<file path="config.mk">
export PLATFORM = sky130hd
export DESIGN_NAME = rst_seq_ctrl
export DESIGN_NICKNAME = d
export VERILOG_FILES = /design/src/rtl/rst_seq_pkg.sv /design/src/rtl/rst_tick_sync.sv /design/src/rtl/rst_delay_ctr.sv /design/src/rtl/rst_seq_ctrl.sv
export SDC_FILE = /design/constraint.sdc
export NUM_CORES = 1
export LEC_CHECK = 0
export BUFFER_PORTS_ARGS = -buffer_cell sky130_fd_sc_hd__buf_2
export CAP_MARGIN = 20
export CORE_MARGIN = 8
export CORE_UTILIZATION = 60
export CTS_CLUSTER_SIZE = 30
export DETAILED_ROUTE_END_ITERATION = 6
export PLACE_DENSITY = 0.84
export SETUP_SLACK_MARGIN = 0.3
export SYNTH_ARGS = -nofsm -noshare
export SYNTH_HDL_FRONTEND = slang
export SYNTH_SLANG_ARGS = --single-unit
</file>
<file path="constraint.sdc">
create_clock -name clk -period 4.1 [get_ports clk]
set_input_delay 0.205 -clock clk [delete_from_list [all_inputs] [get_ports clk]]
set_output_delay 0.205 -clock clk [all_outputs]
set_load 0.02 [all_outputs]
</file>
<file path="src/rtl/rst_seq_pkg.sv">
package rst_seq_pkg;

  typedef enum logic [2:0] {
    CAUSE_POR       = 3'd0,
    CAUSE_EXT_RUN   = 3'd1,
    CAUSE_EXT_SLEEP = 3'd2,
    CAUSE_WDT_RUN   = 3'd3,
    CAUSE_WDT_WAKE  = 3'd4,
    CAUSE_BROWN     = 3'd5
  } cause_e;

  typedef struct packed {
    logic   valid;   // some event present this cycle
    logic   rst;     // event sets the reset latch
    logic   to_val;  // new time-out flag value
    logic   pd_set;  // event forces power-down flag high
    cause_e cause;
  } evt_t;

  // Priority: enabled brown-out, then pin, then watchdog.
  function automatic evt_t classify(input logic ext, input logic wdt,
                                    input logic brown, input logic sleep);
    evt_t e;
    e = '{valid: 1'b0, rst: 1'b0, to_val: 1'b1, pd_set: 1'b0, cause: CAUSE_POR};
    if (brown) begin
      e.valid = 1'b1; e.rst = 1'b1; e.to_val = 1'b1; e.pd_set = 1'b1;
      e.cause = CAUSE_BROWN;
    end else if (ext) begin
      e.valid = 1'b1; e.rst = 1'b1; e.to_val = 1'b1;
      e.cause = sleep ? CAUSE_EXT_SLEEP : CAUSE_EXT_RUN;
    end else if (wdt) begin
      e.valid = 1'b1; e.rst = ~sleep; e.to_val = 1'b0;
      e.cause = sleep ? CAUSE_WDT_WAKE : CAUSE_WDT_RUN;
    end
    return e;
  endfunction

  // Delay counter step: returns {done, count}.
  function automatic logic [32:0] count_step(input logic [31:0] cnt,
                                              input int unsigned w);
    logic [31:0] last;
    last = (32'd1 << w) - 32'd1;
    if (cnt == last) return {1'b1, 32'd0};
    return {1'b0, cnt + 32'd1};
  endfunction

endpackage

</file>
<file path="src/rtl/rst_tick_sync.sv">
module rst_tick_sync (
  input  logic clk,
  input  logic arst,
  input  logic raw,
  output logic rise
);
  logic s1, s2, s3;

  always_ff @(posedge clk or posedge arst) begin
    if (arst) begin
      s1 <= 1'b0;
      s2 <= 1'b0;
      s3 <= 1'b0;
    end else begin
      s1 <= raw;
      s2 <= s1;
      s3 <= s2;
    end
  end

  assign rise = s2 & ~s3;
endmodule

</file>
<file path="src/rtl/rst_delay_ctr.sv">
module rst_delay_ctr import rst_seq_pkg::*; #(
  parameter int W = 11
) (
  input  logic clk,
  input  logic arst,
  input  logic clr,
  input  logic en,
  input  logic adv,
  output logic ok
);
  logic [W-1:0] cnt;
  logic         done;
  logic [32:0]  nxt;

  assign nxt = count_step(32'(cnt), W);

  always_ff @(posedge clk or posedge arst) begin
    if (arst) begin
      cnt  <= '0;
      done <= 1'b0;
    end else if (clr) begin
      cnt  <= '0;
      done <= 1'b0;
    end else if (en && adv && !done) begin
      cnt  <= nxt[W-1:0];
      done <= nxt[32];
    end
  end

  assign ok = ~en | done;
endmodule

</file>
<file path="src/rtl/rst_seq_ctrl.sv">
module rst_seq_ctrl import rst_seq_pkg::*; #(
  parameter int PWRUP_W = 11,
  parameter int OSCST_W = 10
) (
  input  logic       clk,
  input  logic       por_det,
  input  logic       brown_det,
  input  logic       brown_en,
  input  logic       ext_rst,
  input  logic       wdt_to,
  input  logic       sleep_st,
  input  logic       pwrup_en,
  input  logic       oscst_en,
  input  logic       lfosc_tick,
  input  logic       xosc_tick,
  output logic       chip_rst,
  output logic       wake,
  output logic       flag_timeout,
  output logic       flag_pwrdn,
  output logic [2:0] cause
);
  logic   lf_rise, xo_rise;
  logic   pwrup_ok, oscst_ok, oscst_adv;
  logic   brown_q, sleep_q, sleep_entry;
  evt_t   evt;
  cause_e cause_q;

  assign brown_q     = brown_det & brown_en;
  assign evt         = classify(ext_rst, wdt_to, brown_q, sleep_st);
  assign sleep_entry = sleep_st & ~sleep_q;
  assign oscst_adv   = xo_rise & pwrup_ok;   // cascade: second delay waits for first

  rst_tick_sync u_lf_sync (.clk(clk), .arst(por_det), .raw(lfosc_tick), .rise(lf_rise));
  rst_tick_sync u_xo_sync (.clk(clk), .arst(por_det), .raw(xosc_tick),  .rise(xo_rise));

  rst_delay_ctr #(.W(PWRUP_W)) u_pwrup (
    .clk(clk), .arst(por_det), .clr(evt.rst), .en(pwrup_en),
    .adv(lf_rise), .ok(pwrup_ok)
  );

  rst_delay_ctr #(.W(OSCST_W)) u_oscst (
    .clk(clk), .arst(por_det), .clr(evt.rst), .en(oscst_en),
    .adv(oscst_adv), .ok(oscst_ok)
  );

  always_ff @(posedge clk or posedge por_det) begin
    if (por_det) begin
      chip_rst     <= 1'b1;
      wake         <= 1'b0;
      flag_timeout <= 1'b1;
      flag_pwrdn   <= 1'b1;
      cause_q      <= CAUSE_POR;
      sleep_q      <= 1'b0;
    end else begin
      sleep_q <= sleep_st;
      wake    <= evt.valid & ~evt.rst;
      if (evt.valid) begin
        cause_q      <= evt.cause;
        flag_timeout <= evt.to_val;
      end
      if (evt.valid && evt.pd_set) flag_pwrdn <= 1'b1;
      else if (sleep_entry)        flag_pwrdn <= 1'b0;
      if (evt.rst)                                  chip_rst <= 1'b1;
      else if (chip_rst && pwrup_ok && oscst_ok)    chip_rst <= 1'b0;
    end
  end

  assign cause = cause_q;
endmodule

</file>
# After elaboration in Yosys (flattened, before gate mapping)

Index checks and enable logic that the tools add are counted.

Input port bits: 11
Flip-flop bits (word level): 37
Output and inout bits: 7

Multiplexer cells: 27
Reductions and logical operators: 13
Equal/unequal tests: 2
Add/sub/neg operators: 2
Bitwise logic cells: 15

Operators with widths:

| kind                    | number |
|---|---|
| $mux W33                | 4 |
| $mux W11                | 2 |
| $mux W3                 | 7 |
| $mux W10                | 2 |
| $add A11 B1 Y12 const B | 1 |
| $add A10 B1 Y11 const B | 1 |
| $eq A11 B11 Y1 const B  | 1 |
| $mux W1                 | 11 |
| $eq A10 B10 Y1 const B  | 1 |
| $reduce_bool A2 Y1      | 4 |
| $logic_and A1 B1 Y1     | 7 |
| $not A1 Y1              | 7 |
| $and A1 B1 Y1           | 6 |
| $logic_not A1 Y1        | 2 |
| $mux W2                 | 1 |
| $or A1 B1 Y1            | 2 |

# Logic depth before layout (Yosys ltp)

Gate-level depths: netlist (run 1).

Depth in word-level cells: 7
Mapped depth: 5

# Cells and area by module

Synthesis (run 1) repeated with hierarchy kept, for this count alone.

Cells, all modules: 169
Area, all modules: 1834.3 sq um

Modules (own cells, without submodules):

| module                   | cells each | area each (sq um) | times used | seq. area each (sq um) |
|---|---|---|---|---|
| rst_delay_ctr at u_pwrup | 65         | 651.9             | 1          | 300.3 |
| rst_delay_ctr at u_oscst | 62         | 648.1             | 1          | 275.3 |
| rst_seq_ctrl             | 32         | 349.1             | 1          | 203.9 |
| rst_tick_sync            | 5          | 92.6              | 2          | 75.1 |

# Worst setup path before layout (run 1)

No wires, ideal clock.

Path type: reg-to-reg
From: register u_oscst.done
To: register u_oscst.cnt[5]
Period minus slack after synthesis: 1.572 ns
Arrival time: 1.497 ns
Stages on the path, launching flop included: 6
Path buffers: 1
Path slack: 2.528 ns
Setup time: 0.075 ns
Path through: dfrtp_1 > and4bb_4 > a211oi_4 > buf_6 > or4_4 > a21oi_2

Longest elaborated chain between the ends: 3

Ends and longest elaborated chain:

| item                                | line                | RTL |
|---|---|---|
| from (decl)                         | rst_delay_ctr.sv:12 | `logic done;` |
| from (signal assigned)              | rst_delay_ctr.sv:26 | `done <= nxt[32];` |
| $logic_not A1 Y1                    | rst_delay_ctr.sv:24 | `end else if (en && adv && !done) begin` |
| $logic_and A1 B1 Y1                 | rst_delay_ctr.sv:24 |  |
| $reduce_bool A2 Y1 (no source line) | n/a                 |  |
| to (signal assigned)                | rst_delay_ctr.sv:25 | `cnt <= nxt[W-1:0];` |
| to (decl)                           | rst_delay_ctr.sv:11 | `logic [W-1:0] cnt;` |

No other way between the ends.
A chain may end at the register's enable or synchronous reset.

# Worst setup path after layout (run 1)

From: register u_pwrup.done
To: register u_pwrup.cnt[9]

Longest elaborated chain between the ends: 3

Ends and longest elaborated chain:

| item                                | line |
|---|---|
| from (decl)                         | rst_delay_ctr.sv:12 |
| from (signal assigned)              | rst_delay_ctr.sv:26 |
| $logic_not A1 Y1                    | rst_delay_ctr.sv:24 |
| $logic_and A1 B1 Y1                 | rst_delay_ctr.sv:24 |
| $reduce_bool A2 Y1 (no source line) | n/a |
| to (signal assigned)                | rst_delay_ctr.sv:25 |
| to (decl)                           | rst_delay_ctr.sv:11 |

No other way between the ends.

==> out/summary.txt, run 1 <==
WORST HOLD PATH
--------------------------------------------------------------------------------
Endpoint of the worst hold-timing path                                  cause[1]
Count of cells along the worst hold path                                       2
Worst hold path class                                                     in2reg
Launch point of the worst hold path                                    brown_det

LOGIC SYNTHESIS
--------------------------------------------------------------------------------
Post-synthesis cell type with the largest combined area             sky130_fd_sc_hd__dfrtp_1
Most common library cells after synthesis                           sky130_fd_sc_hd__dfrtp_1 (34), sky130_fd_sc_hd__nor2_1 (14), sky130_fd_sc_hd__nand2_1 (12)
Leading cell type by number of instances after synthesis            sky130_fd_sc_hd__dfrtp_1
Most common flop cell mapped by yosys                               sky130_fd_sc_hd__dfrtp_1
Share of synthesized flip-flops with an asynchronous set or reset           100%
Average cell area after synthesis                                     10.4 sq um
Number of flops mapped to enable cells by yosys                                0
#FFs+latches synth                                                            37
Net Count, Synth                                                             179
Total of warnings raised by yosys                                              0
Cell variety after synth                                                      43
Synth Cell Area                                                       1730 sq um
Area share of the leading cell type in the synthesized netlist             49.1%
Dominant cells by area after synthesis                              sky130_fd_sc_hd__dfrtp_1 (49%), sky130_fd_sc_hd__dfstp_2 (4.5%), sky130_fd_sc_hd__xnor2_1 (3.5%), sky130_fd_sc_hd__a21oi_1 (3.2%), sky130_fd_sc_hd__nor2_1 (3.0%)
Number of instances in the synthesized netlist                               166
Register area share after synthesis                                        53.6%

FLOORPLANNING
--------------------------------------------------------------------------------
Chip height                                                              69.8 um
Row cnt                                                                       19
Total Die Area                                                        4870 sq um
Starting density of the core                                               62.9%
X dimension of the die                                                   69.8 um
Floorplan Core Area                                                   2760 sq um
I/O pin cnt                                                                   18

ROUTE
--------------------------------------------------------------------------------
Routed wire length                                                       3550 um
Drt wl/cell                                                              15.7 um
Via count                                                                  1,366
Remaining DRCs                                                                 0
Vias per Instance                                                           6.04
Initial DRC Count                                                            148
Initial DRT Pass Iterations                                                    4
Remaining antenna violation count after routing                                0

SETUP PATH
--------------------------------------------------------------------------------
Critical register-to-register path startpoint                       u_pwrup.done
Worst-path cell with the longest stage delay                        sky130_fd_sc_hd__or3_4
Worst path cell trace                                               nand4bb_1 -> or3_4 -> or3_1 -> a21oi_1
CP Data Required Time                                                    4380 ps
Crit path kind                                                           reg2reg
Critical Path Source Type                                              flip-flop
Max FO, Critical Path                                                         12
Critical register-to-register path endpoint                         u_pwrup.cnt[9]
Arr. time, crit path                                                     2260 ps
Cell type group with the largest total delay on the critical path   simple AND/OR/NAND/NOR gates
R2r setup slk                                                            2120 ps
Total buffers and inverters traversed by the critical path                     0
R2r worst-path depth                                                           4
Critical Path Sink Type                                                flip-flop
Maximum cell stage delay along the critical path                          540 ps

CTS
--------------------------------------------------------------------------------
H-tree depth reported by CTS                                                   2
Count of buffers added by post-CTS timing repair for setup                     0
Maximum buffer depth of the clock tree                                         2
Clk Latency, worst-skew pair                                              350 ps
Count of hold-fix buffers inserted at cts                                      3
Clock slew at reported path FFs                                           120 ps
Number of clock buffers inserted by TritonCTS                                  5
Cell chosen for the clock root                                      sky130_fd_sc_hd__clkbuf_4
Number of instances resized during post-cts repair                             0
Clock sinks                                                                   37
CTS tree                                                                    done

OUTCOME
--------------------------------------------------------------------------------
Result of the run                                                   finished, final reports clean

STA
--------------------------------------------------------------------------------
Final setup fails                                                              0
Setup WS post-layout                                                     2120 ps
Final number of max-transition violations                                      0
Slew at the pin closest to its max-slew limit                             699 ps
Minimum period implied by the final worst setup slack                    1980 ps
Unrepaired setup endpoints after global routing                               no
Worst clock skew on the final layout                                     10.2 ps
Fmax achieved                                                            504 MHz
Ratio of final minimum period to clock period                              48.4%
Final setup TNS                                                             0 ps
Worst slew margin relative to its limit                                    53.4%
Endpoints failing hold                                                         0

PLACED DESIGN
--------------------------------------------------------------------------------
Worst-case setup slack after placement                                   2140 ps
Global placer's final weighted congestion                                  0.784
Port Buf Inserts                                                              17
Placed wire-length estimate                                              2520 um

PWR
--------------------------------------------------------------------------------
Power density over the cells                                         323 nW/um^2
Tot Pwr                                                                 0.630 mW
Leakage power figure                                                    0.803 nW
Maximum vdd ir drop                                                       375 uV

CELLS AND AREA
--------------------------------------------------------------------------------
Fraction of layout instances using a drive strength above 1                19.6%
Filler Cell Count                                                            216
Final layout net count                                                       206
Layout area overhead                                                       12.3%
Final core area utilization                                                70.6%

GRT
--------------------------------------------------------------------------------
Via count of the first global-routing pass                                 1,367
Wire length of the first global-routing pass                             6290 um
Global Route met2 Usage                                                    24.8%
Combined global-route utilization of all metal layers                      15.7%
Total gr overflow                                                              0
Global-route met1 utilization                                              18.5%
Met3 track utilization from global routing                                 5.29%
Global-route layer with the greatest usage                                  met2
Number of antenna violations at the first check in global routing              1
Pin count of the biggest net entering global routing                          20

JOB
--------------------------------------------------------------------------------
Reported max-cap violation count                                               0

[power by group]
part           switching (mW)  internal, mW
logic                  0.0395        0.0192
clock network           0.127        0.0646
registers             0.00402         0.376
total                   0.171         0.460
[per-stage QoR]
stage | hold slack [ps] | instances | area (sq um)
floorplan | 236 | 166 | 1730
global placement | 315 | 213 | 1850
detailed placement | 315 | 213 | 1850
CTS | 3.10 | 224 | 1940
global route | 52.8 | 226 | 1950
finish | 77.7 | 226 | 1950
[per-layer routing]
metal | vias to the layer above | routed length [um]
met3 | 7 | 157
met4 | 0 | 91
li1 | 659 | -
met2 | 37 | 1720
met1 | 663 | 1580
met5 | - | 0
[registers in the layout, summed over array words and instances, names as in the netlist]
| signal | flops |
|---|---|
| u_oscst.done | 1 |
| flag_pwrdn | 1 |
| u_lf_sync.s3 | 1 |
| u_pwrup.cnt | 11 |
| flag_timeout | 1 |
| chip_rst | 1 |
| u_xo_sync.s2 | 1 |
| cause | 3 |
| u_oscst.cnt | 10 |
| sleep_q | 1 |
| u_xo_sync.s3 | 1 |
| u_lf_sync.s2 | 1 |
| wake | 1 |
| u_lf_sync.s1 | 1 |
| u_xo_sync.s1 | 1 |
| u_pwrup.done | 1 |
[cells in the final DEF (no fill, tap or decap), types with 4 or more instances in the layout]
master                          count
sky130_fd_sc_hd__buf_2             17
sky130_fd_sc_hd__or4_1              4
sky130_fd_sc_hd__inv_1              7
sky130_fd_sc_hd__xnor2_1            7
sky130_fd_sc_hd__o21ai_0            7
sky130_fd_sc_hd__a21oi_1           11
sky130_fd_sc_hd__nand2_1           12
sky130_fd_sc_hd__dfrtp_1           34
sky130_fd_sc_hd__dlygate4sd3_1      4
sky130_fd_sc_hd__nor2_1            14
sky130_fd_sc_hd__or3_1              4
sky130_fd_sc_hd__nand4_1            5
sky130_fd_sc_hd__o31ai_1            5
sky130_fd_sc_hd__nand3_1           10
sky130_fd_sc_hd__clkbuf_4           5
[worst max-delay path by stage]
| stage | slack (ps) | depth (start not counted) | endpoint | start |
|---|---|---|---|---|
| after floorplan | 2530 | 5 | u_oscst.cnt[5] | u_oscst.done |
| after global placement | 2240 | 4 | u_pwrup.cnt[9] | u_pwrup.done |
| after detailed placement | 2140 | 4 | u_pwrup.cnt[9] | u_pwrup.done |
| after CTS | 2130 | 4 | u_pwrup.cnt[9] | u_pwrup.done |
| after global routing | 2030 | 4 | u_pwrup.cnt[9] | u_pwrup.done |
| final | 2120 | 4 | u_pwrup.cnt[9] | u_pwrup.done |
[layout make-up]
| type | instances | area (sq um) | area share [%] |
|---|---|---|---|
| Tap cell | 31 | 38.8 | 1.99 |
| Clock buffer | 5 | 37.5 | 1.93 |
| Inverter | 7 | 26.3 | 1.35 |
| Multi-Input combinational cell | 120 | 763 | 39.2 |
| Clock inverter | 3 | 17.5 | 0.899 |
| Timing Repair Buffer | 22 | 133 | 6.81 |
| Sequential cell | 37 | 930 | 47.7 |
| Antenna cell | 1 | 2.50 | 0.128 |
[cells by family (layout without fill, tap and decap cells)]
logic type,Yosys count,after routing,share of synthesized area (%)
AOI/OAI and AO/OA,39,39,14.9
adders and majority gates,2,2,1.44
muxes,1,1,0.577
DFF,37,37,53.6
buffers and inverters,9,37,2.38
xor gates and xnor gates,9,9,4.55
and+or+nand+nor,69,69,22.6
other,0,1,0
[worst register-to-register path: stages (launching register included)]
cell and delay [ps]:
sky130_fd_sc_hd__dfrtp_1 400, sky130_fd_sc_hd__nand4bb_1 450, sky130_fd_sc_hd__or3_4 540, sky130_fd_sc_hd__or3_1 360, sky130_fd_sc_hd__a21oi_1 170
No activity file was read; power rests on OpenSTA's default activity.
==> run 2: changes to the inputs <==
--- a/config.mk
+++ b/config.mk
@@ -8,10 +8,10 @@
 export BUFFER_PORTS_ARGS = -buffer_cell sky130_fd_sc_hd__buf_2
 export CAP_MARGIN = 20
 export CORE_MARGIN = 8
-export CORE_UTILIZATION = 60
+export CORE_UTILIZATION = 52
 export CTS_CLUSTER_SIZE = 30
 export DETAILED_ROUTE_END_ITERATION = 6
-export PLACE_DENSITY = 0.84
+export PLACE_DENSITY = 0.78
 export SETUP_SLACK_MARGIN = 0.3
 export SYNTH_ARGS = -nofsm -noshare
 export SYNTH_HDL_FRONTEND = slang
==> constraint.sdc (replaced) <==
create_clock -name clk -period 1.7 [get_ports clk]
set_input_delay 0.085 -clock clk [delete_from_list [all_inputs] [get_ports clk]]
set_output_delay 0.085 -clock clk [all_outputs]
set_load 0.02 [all_outputs]
==> out/summary.txt, run 2 (synthesis results as in run 1) <==
WORST HOLD PATH
--------------------------------------------------------------------------------
Launch point of the worst hold path                                     sleep_st
Endpoint of the worst hold-timing path                                      wake
Count of cells along the worst hold path                                       2   unchanged
Worst hold path class                                                     in2reg

STA
--------------------------------------------------------------------------------
Final setup fails                                                              0   unchanged
Final setup TNS                                                             0 ps   unchanged
Worst clock skew on the final layout                                     18.2 ps   +8.01 ps
Final number of max-transition violations                                      0   unchanged
Ratio of final minimum period to clock period                              95.3%   +47 points
Slew at the pin closest to its max-slew limit                             611 ps   -87.7 ps
Unrepaired setup endpoints after global routing                              yes
Minimum period implied by the final worst setup slack                    1620 ps   -364 ps
Post-Route Hold Slack                                                    47.8 ps   -29.9 ps
Fmax achieved                                                            617 MHz   +22%
Endpoints failing hold                                                         0   unchanged
Worst slew margin relative to its limit                                    59.1%   +5.8 points

PLACED DESIGN
--------------------------------------------------------------------------------
Global placer's final weighted congestion                                  0.912   +16%
Port Buf Inserts                                                              17   unchanged
Placed wire-length estimate                                              2580 um   +2.6%
Number of placed instances, taps included                                    230   +8.0%
Placed cell areas                                                     1900 sq um   +2.7%

GRT
--------------------------------------------------------------------------------
Pin count of the biggest net entering global routing                          38   +90%
Total gr overflow                                                              0   unchanged
Combined global-route utilization of all metal layers                      17.8%   +2.1 points
Wire length of the first global-routing pass                             7390 um   +17%
Number of antenna violations at the first check in global routing              0   -1
Via count of the first global-routing pass                                 1,647   +20%

SETUP PATH
--------------------------------------------------------------------------------
Worst-path cell with the longest stage delay                        sky130_fd_sc_hd__or3_4
Max FO, Critical Path                                                          4   -8
R2r setup slk                                                              80 ps   -2040 ps
CP Data Required Time                                                    1990 ps   -2390 ps
Critical Path Source Type                                              flip-flop
R2r worst-path depth                                                           4   unchanged
Worst path cell trace                                               nand4bb_4 -> or3_4 -> or3_4 -> a21oi_2
Arr. time, crit path                                                     1910 ps   -350 ps
Crit path kind                                                           reg2reg
Dominant cell type by count on the critical path                    sky130_fd_sc_hd__or3_4
Critical Path Sink Type                                                flip-flop
Maximum cell stage delay along the critical path                          420 ps   -120 ps
Critical register-to-register path endpoint                         u_pwrup.cnt[9]
Critical register-to-register path startpoint                       u_lf_sync.s3

JOB
--------------------------------------------------------------------------------
Reported max-cap violation count                                               0   unchanged

PWR
--------------------------------------------------------------------------------
Cell internal power dissipation                                          1.13 mW   +150%
Power density over the cells                                         659 nW/um^2   +100%
Maximum vdd ir drop                                                       577 uV   +54%
Share of power burned in the clock network                                 29.1%   -1.3 points
Switching part of the total                                                27.6%   +0.50 points
Leakage power figure                                                    0.971 nW   +21%
Switching Power                                                         0.431 mW   +150%
Part of the power in combinational logic                                   12.1%   +2.8 points
Seq pwr share                                                              58.8%   -1.5 points

OUTCOME
--------------------------------------------------------------------------------
Result of the run                                                   finished, final reports clean

CTS
--------------------------------------------------------------------------------
Number of clock buffers inserted by TritonCTS                                  5   unchanged
Cell chosen for the clock root                                      sky130_fd_sc_hd__clkbuf_4
Clock slew at reported path FFs                                           120 ps   about the same
CTS tree                                                                    done
H-tree depth reported by CTS                                                   2   unchanged
Clk Latency, worst-skew pair                                              360 ps   about the same
Maximum buffer depth of the clock tree                                         2   unchanged
Clock sinks                                                                   37   unchanged

FLOORPLANNING
--------------------------------------------------------------------------------
X dimension of the die                                                   73.8 um   +5.7%
Chip height                                                              73.8 um   +5.7%
Row cnt                                                                       21   +2
Starting density of the core                                               53.2%   -9.7 points
I/O pin cnt                                                                   18   unchanged
Floorplan Core Area                                                   3260 sq um   +18%
Total Die Area                                                        5440 sq um   +12%

CELLS AND AREA
--------------------------------------------------------------------------------
Antenna diode count                                                            0   -1
Layout area overhead                                                       36.8%
Commonest cells after routing, fill and taps aside                  sky130_fd_sc_hd__dfrtp_1 (32), sky130_fd_sc_hd__buf_2 (17), sky130_fd_sc_hd__buf_4 (15)
Final core area utilization                                                72.8%   +2.2 points
Fraction of layout instances using a drive strength above 1                38.2%   +19 points
Final std cells w/o fill                                                     266   +18%
Most common library cell in the layout ignoring fill and taps       sky130_fd_sc_hd__dfrtp_1
Finished Cell Area                                                    2370 sq um   +22%
Number of flip-flops in the largest register                                  11   unchanged
Largest reg by FF count                                              u_pwrup.cnt
Final layout net count                                                       232   +13%

ROUTE
--------------------------------------------------------------------------------
Remaining antenna violation count after routing                                0   unchanged
Via count                                                                  1,592   +17%
Initial DRT Pass Iterations                                                    4   unchanged
Vias per Instance                                                           5.98   -0.98%
Routed wire length                                                       4860 um   +37%
Drt wl/cell                                                              18.3 um   +16%
Initial DRC Count                                                            153   +3.4%
Remaining DRCs                                                                 0   unchanged

==> run 2: worst max-delay path by stage <==
stage | slack (ps) | cells after the start | from | to
6_report | 80 | 4 | u_lf_sync.s3 | u_pwrup.cnt[9]
5_1_grt | 40 | 6 | u_xo_sync.s3 | u_oscst.cnt[8]
3_5_place_dp | 60 | 4 | u_oscst.done | u_oscst.cnt[7]
2_1_floorplan | 130 | 5 | u_oscst.done | u_oscst.cnt[5]
3_3_place_gp | 160 | 4 | u_oscst.done | u_oscst.cnt[8]
4_1_cts | 140 | 4 | u_pwrup.cnt[3] | u_pwrup.cnt[9]
==> run 2: per-stage QoR <==
stage                     setup slack [ps]  power [mW]
after floorplan                        131        1.02
after global placement                 162        1.06
after detailed placement              64.4        1.07
after CTS                              142        1.56
after global routing                  41.7        1.63
final                                 80.3        1.56
==> run 2: what timing repair did <==
item                                   in CTS  in global routing
resized for setup                          13                 25
hold buffers                                8                  0
setup endpoints to repair                  18                 21
cloned                                      1                  0
setup buffers                              13                  6
pin swaps                                  12                 14
endpoints found under the hold margin      42                  0
==> run 2: layout make-up <==
cell class,instances,area (sq um)
multi-input cells,121,945
flip-flops and latches,37,932
fillers,234,886
repair buffers,47,357
well taps,46,57.6
clock buffers,5,37.5
inverters,7,26.3
clock inverters,3,17.5
==> run 2: critical path, delay by kind of cell (launching register included) <==
kind | cells | cell delay (ps)
AND/OR/NAND/NOR | 3 | 1050
flip-flops | 1 | 410
AO/OA/AOI/OAI | 1 | 110
==> run 2: routing by layer <==
metal | up-vias | part of all wire, % | track usage, %
met5 | - | 0 | 0
met4 | 0 | 2.5 | 9.76
met3 | 16 | 5.1 | 4.91
met2 | 69 | 55 | 31.4
met1 | 795 | 37 | 18.5
li1 | 712 | - | -
==> run 2: power by group through the flow <==
stage | combinational (mW) | sequential (mW) | clock (mW)
after CTS | 0.176 | 0.917 | 0.463
after floorplan | 0.0710 | 0.948 | 0
after global placement | 0.133 | 0.932 | 0
final | 0.190 | 0.919 | 0.456
after global routing | 0.205 | 0.921 | 0.508
after detailed placement | 0.138 | 0.933 | 0
==> run 3: changes to the inputs <==
==> constraint.sdc (replaced) <==
create_clock -name clk -period 1.7 [get_ports clk]
set_input_delay 0.17 -clock clk [delete_from_list [all_inputs] [get_ports clk]]
set_output_delay 0.17 -clock clk [all_outputs]
set_load 0.02 [all_outputs]
==> out/summary.txt, run 3 (synthesis results as in run 1) <==
PWR
--------------------------------------------------------------------------------
Switching part of the total                                                24.4%   -3.2 points
Part of the power in combinational logic                                   11.4%   -0.7 points
Switching Power                                                         0.430 mW   -0.23%
Seq pwr share                                                              52.1%   -6.7 points
Share of power burned in the clock network                                 36.5%   +7.4 points
Maximum vdd ir drop                                                       768 uV   +33%
Cell internal power dissipation                                          1.33 mW   +18%
Power density over the cells                                         724 nW/um^2   +9.8%
Leakage power figure                                                     1.01 nW   +4.0%
Tot Pwr                                                                  1.76 mW   +13%

CELLS AND AREA
--------------------------------------------------------------------------------
Sequential standard cell area                                          930 sq um   -0.27%
Layout area overhead                                                       40.4%
Most common library cell in the layout ignoring fill and taps       sky130_fd_sc_hd__dfrtp_1
Fraction of layout instances using a drive strength above 1                38.4%   +0.17 points
Commonest cells after routing, fill and taps aside                  sky130_fd_sc_hd__dfrtp_1 (34), sky130_fd_sc_hd__buf_4 (18), sky130_fd_sc_hd__buf_2 (17)
Area of the multi-input gates                                          975 sq um   +3.2%
Filler Cell Count                                                            234   unchanged
Final layout net count                                                       231   -0.43%
Antenna diode count                                                            0   unchanged
Largest reg by FF count                                              u_pwrup.cnt
Number of flip-flops in the largest register                                  11   unchanged
Final std cells w/o fill                                                     265   -0.38%

CTS
--------------------------------------------------------------------------------
Clk Latency, worst-skew pair                                              350 ps   about the same
Number of clock buffers inserted by TritonCTS                                  5   unchanged
Clock slew at reported path FFs                                           120 ps   about the same
Maximum buffer depth of the clock tree                                         2   unchanged
H-tree depth reported by CTS                                                   2   unchanged
Cell chosen for the clock root                                      sky130_fd_sc_hd__clkbuf_4
CTS tree                                                                    done
Clock sinks                                                                   37   unchanged

GRT
--------------------------------------------------------------------------------
Wire length of the first global-routing pass                             7290 um   -1.4%
Total gr overflow                                                              0   unchanged
Number of antenna violations at the first check in global routing              0   unchanged
Pin count of the biggest net entering global routing                          38   unchanged
Via count of the first global-routing pass                                 1,555   -5.6%
Combined global-route utilization of all metal layers                      17.8%   +0.023 points

STA
--------------------------------------------------------------------------------
Setup WS post-layout                                                     90.0 ps   +9.72 ps
Worst clock skew on the final layout                                     15.6 ps   -2.64 ps
Fmax achieved                                                            621 MHz   +0.60%
Final number of max-transition violations                                      0   unchanged
Ratio of final minimum period to clock period                              94.7%   -0.57 points
Final setup fails                                                              0   unchanged
Endpoints failing hold                                                         0   unchanged
Slew at the pin closest to its max-slew limit                             601 ps   -9.94 ps
Minimum period implied by the final worst setup slack                    1610 ps   -9.72 ps
Worst slew margin relative to its limit                                    59.8%   +0.66 points
Final setup TNS                                                             0 ps   unchanged
Unrepaired setup endpoints after global routing                              yes

PLACED DESIGN
--------------------------------------------------------------------------------
Global placer's final weighted congestion                                  0.912   about the same
Port Buf Inserts                                                              17   unchanged
Worst-case setup slack after placement                                   95.9 ps   +31.5 ps
Number of placed instances, taps included                                    231   +0.43%
Placed wire-length estimate                                              2620 um   +1.2%

SETUP PATH
--------------------------------------------------------------------------------
Critical Path Sink Type                                                flip-flop
Max FO, Critical Path                                                          6   +2
Critical Path Source Type                                              flip-flop
Arr. time, crit path                                                     1900 ps   about the same
CP Data Required Time                                                    1990 ps   about the same
R2r setup slk                                                              90 ps   about the same
Crit path kind                                                           reg2reg

FLOORPLANNING
--------------------------------------------------------------------------------
X dimension of the die                                                   73.8 um   unchanged
Chip height                                                              73.8 um   unchanged
Row cnt                                                                       21   unchanged
Total Die Area                                                        5440 sq um   unchanged
Floorplan Core Area                                                   3260 sq um   unchanged
Starting density of the core                                               53.2%   unchanged
I/O pin cnt                                                                   18   unchanged

JOB
--------------------------------------------------------------------------------
Reported max-cap violation count                                               0   unchanged

ROUTE
--------------------------------------------------------------------------------
Via count                                                                  1,585   -0.44%
Remaining DRCs                                                                 0   unchanged
Initial DRC Count                                                             93   -39%
Drt wl/cell                                                              19.2 um   +4.9%
Remaining antenna violation count after routing                                0   unchanged
Vias per Instance                                                           5.98   about the same
Routed wire length                                                       5080 um   +4.5%
Initial DRT Pass Iterations                                                    4   unchanged

WORST HOLD PATH
--------------------------------------------------------------------------------
Worst hold path class                                                     in2reg

OUTCOME
--------------------------------------------------------------------------------
Result of the run                                                   finished, final reports clean

run 3: cell types whose count changed in the layout (fill, tap and decap cells not counted), sizes merged:
cell,change
buf,+2
bufinv,+1
clkbuf,+3
clkinv,-2
clkinvlp,-1
dlygate4sd3,-4
run 3: repair_timing:
| action | 4_1_cts | 5_1_grt |
|---|---|---|
| endpoints found under the setup margin | 18 | 23 |
| hold buffers | 3 | 1 |
| cloned | 1 | 1 |
| pin swaps | 15 | 17 |
| endpoints found under the hold margin | 37 | 1 |
| buffers inserted | 14 | 6 |
| gates resized for setup | 12 | 29 |
run 3: layout make-up:
class / count / area share (%)
Multi-Input combinational cell: 121 / 40.0
Clock buffer: 7 / 2.26
Inverter: 7 / 1.08
Tap cell: 46 / 2.36
Sequential cell: 37 / 38.2
Timing Repair Buffer: 46 / 14.9
Clock inverter: 1 / 1.23
run 3: path summary, 6_finish.rpt:
path | startpoint | depth (start not counted) | endpoint
max in group asynchronous | por_det | 4 | chip_rst
setup / recovery | u_oscst.done | 4 | u_oscst.cnt[9]
hold reg to reg | u_lf_sync.s1 | 0 | u_lf_sync.s2
min in group asynchronous | por_det | 4 | u_oscst.cnt[8]
hold / removal | wdt_to | 2 | flag_timeout
setup reg to reg | u_oscst.done | 4 | u_oscst.cnt[9]
run 3: through the flow:
step                      util (%)  hold slack (ps)  area (sq um)
after detailed placement      58.6              280          1910
after global routing          74.7             34.0          2430
after floorplan                  -              201          1750
final                         74.7             49.8          2430
after global placement        58.6              279          1910
after CTS                     67.6            -24.0          2200
run 3: critical path, cell delays in order (launching register included):
cell and delay (ps):
sky130_fd_sc_hd__dfrtp_1 410, sky130_fd_sc_hd__and4bb_4 360, sky130_fd_sc_hd__a211oi_4 100, sky130_fd_sc_hd__or4_1 530, sky130_fd_sc_hd__a21oi_1 150
run 3: power groups by stage:
stage	clock network [mW]	registers, mW	logic, mW
floorplan	0	0.948	0.0710
global placement	0	0.932	0.135
detailed placement	0	0.933	0.142
CTS	0.653	0.916	0.172
global route	0.697	0.921	0.216
finish	0.643	0.918	0.201
run 3: metal layers:
layer	GRT usage, %	vias up	routed length [um]	share of wire, %
met5	0	-	0	0
met3	5.59	9	230	4.5
met2	30.6	57	2810	55
li1	-	716	-	-
met1	19.2	803	1960	38
met4	8.65	0	85	1.7
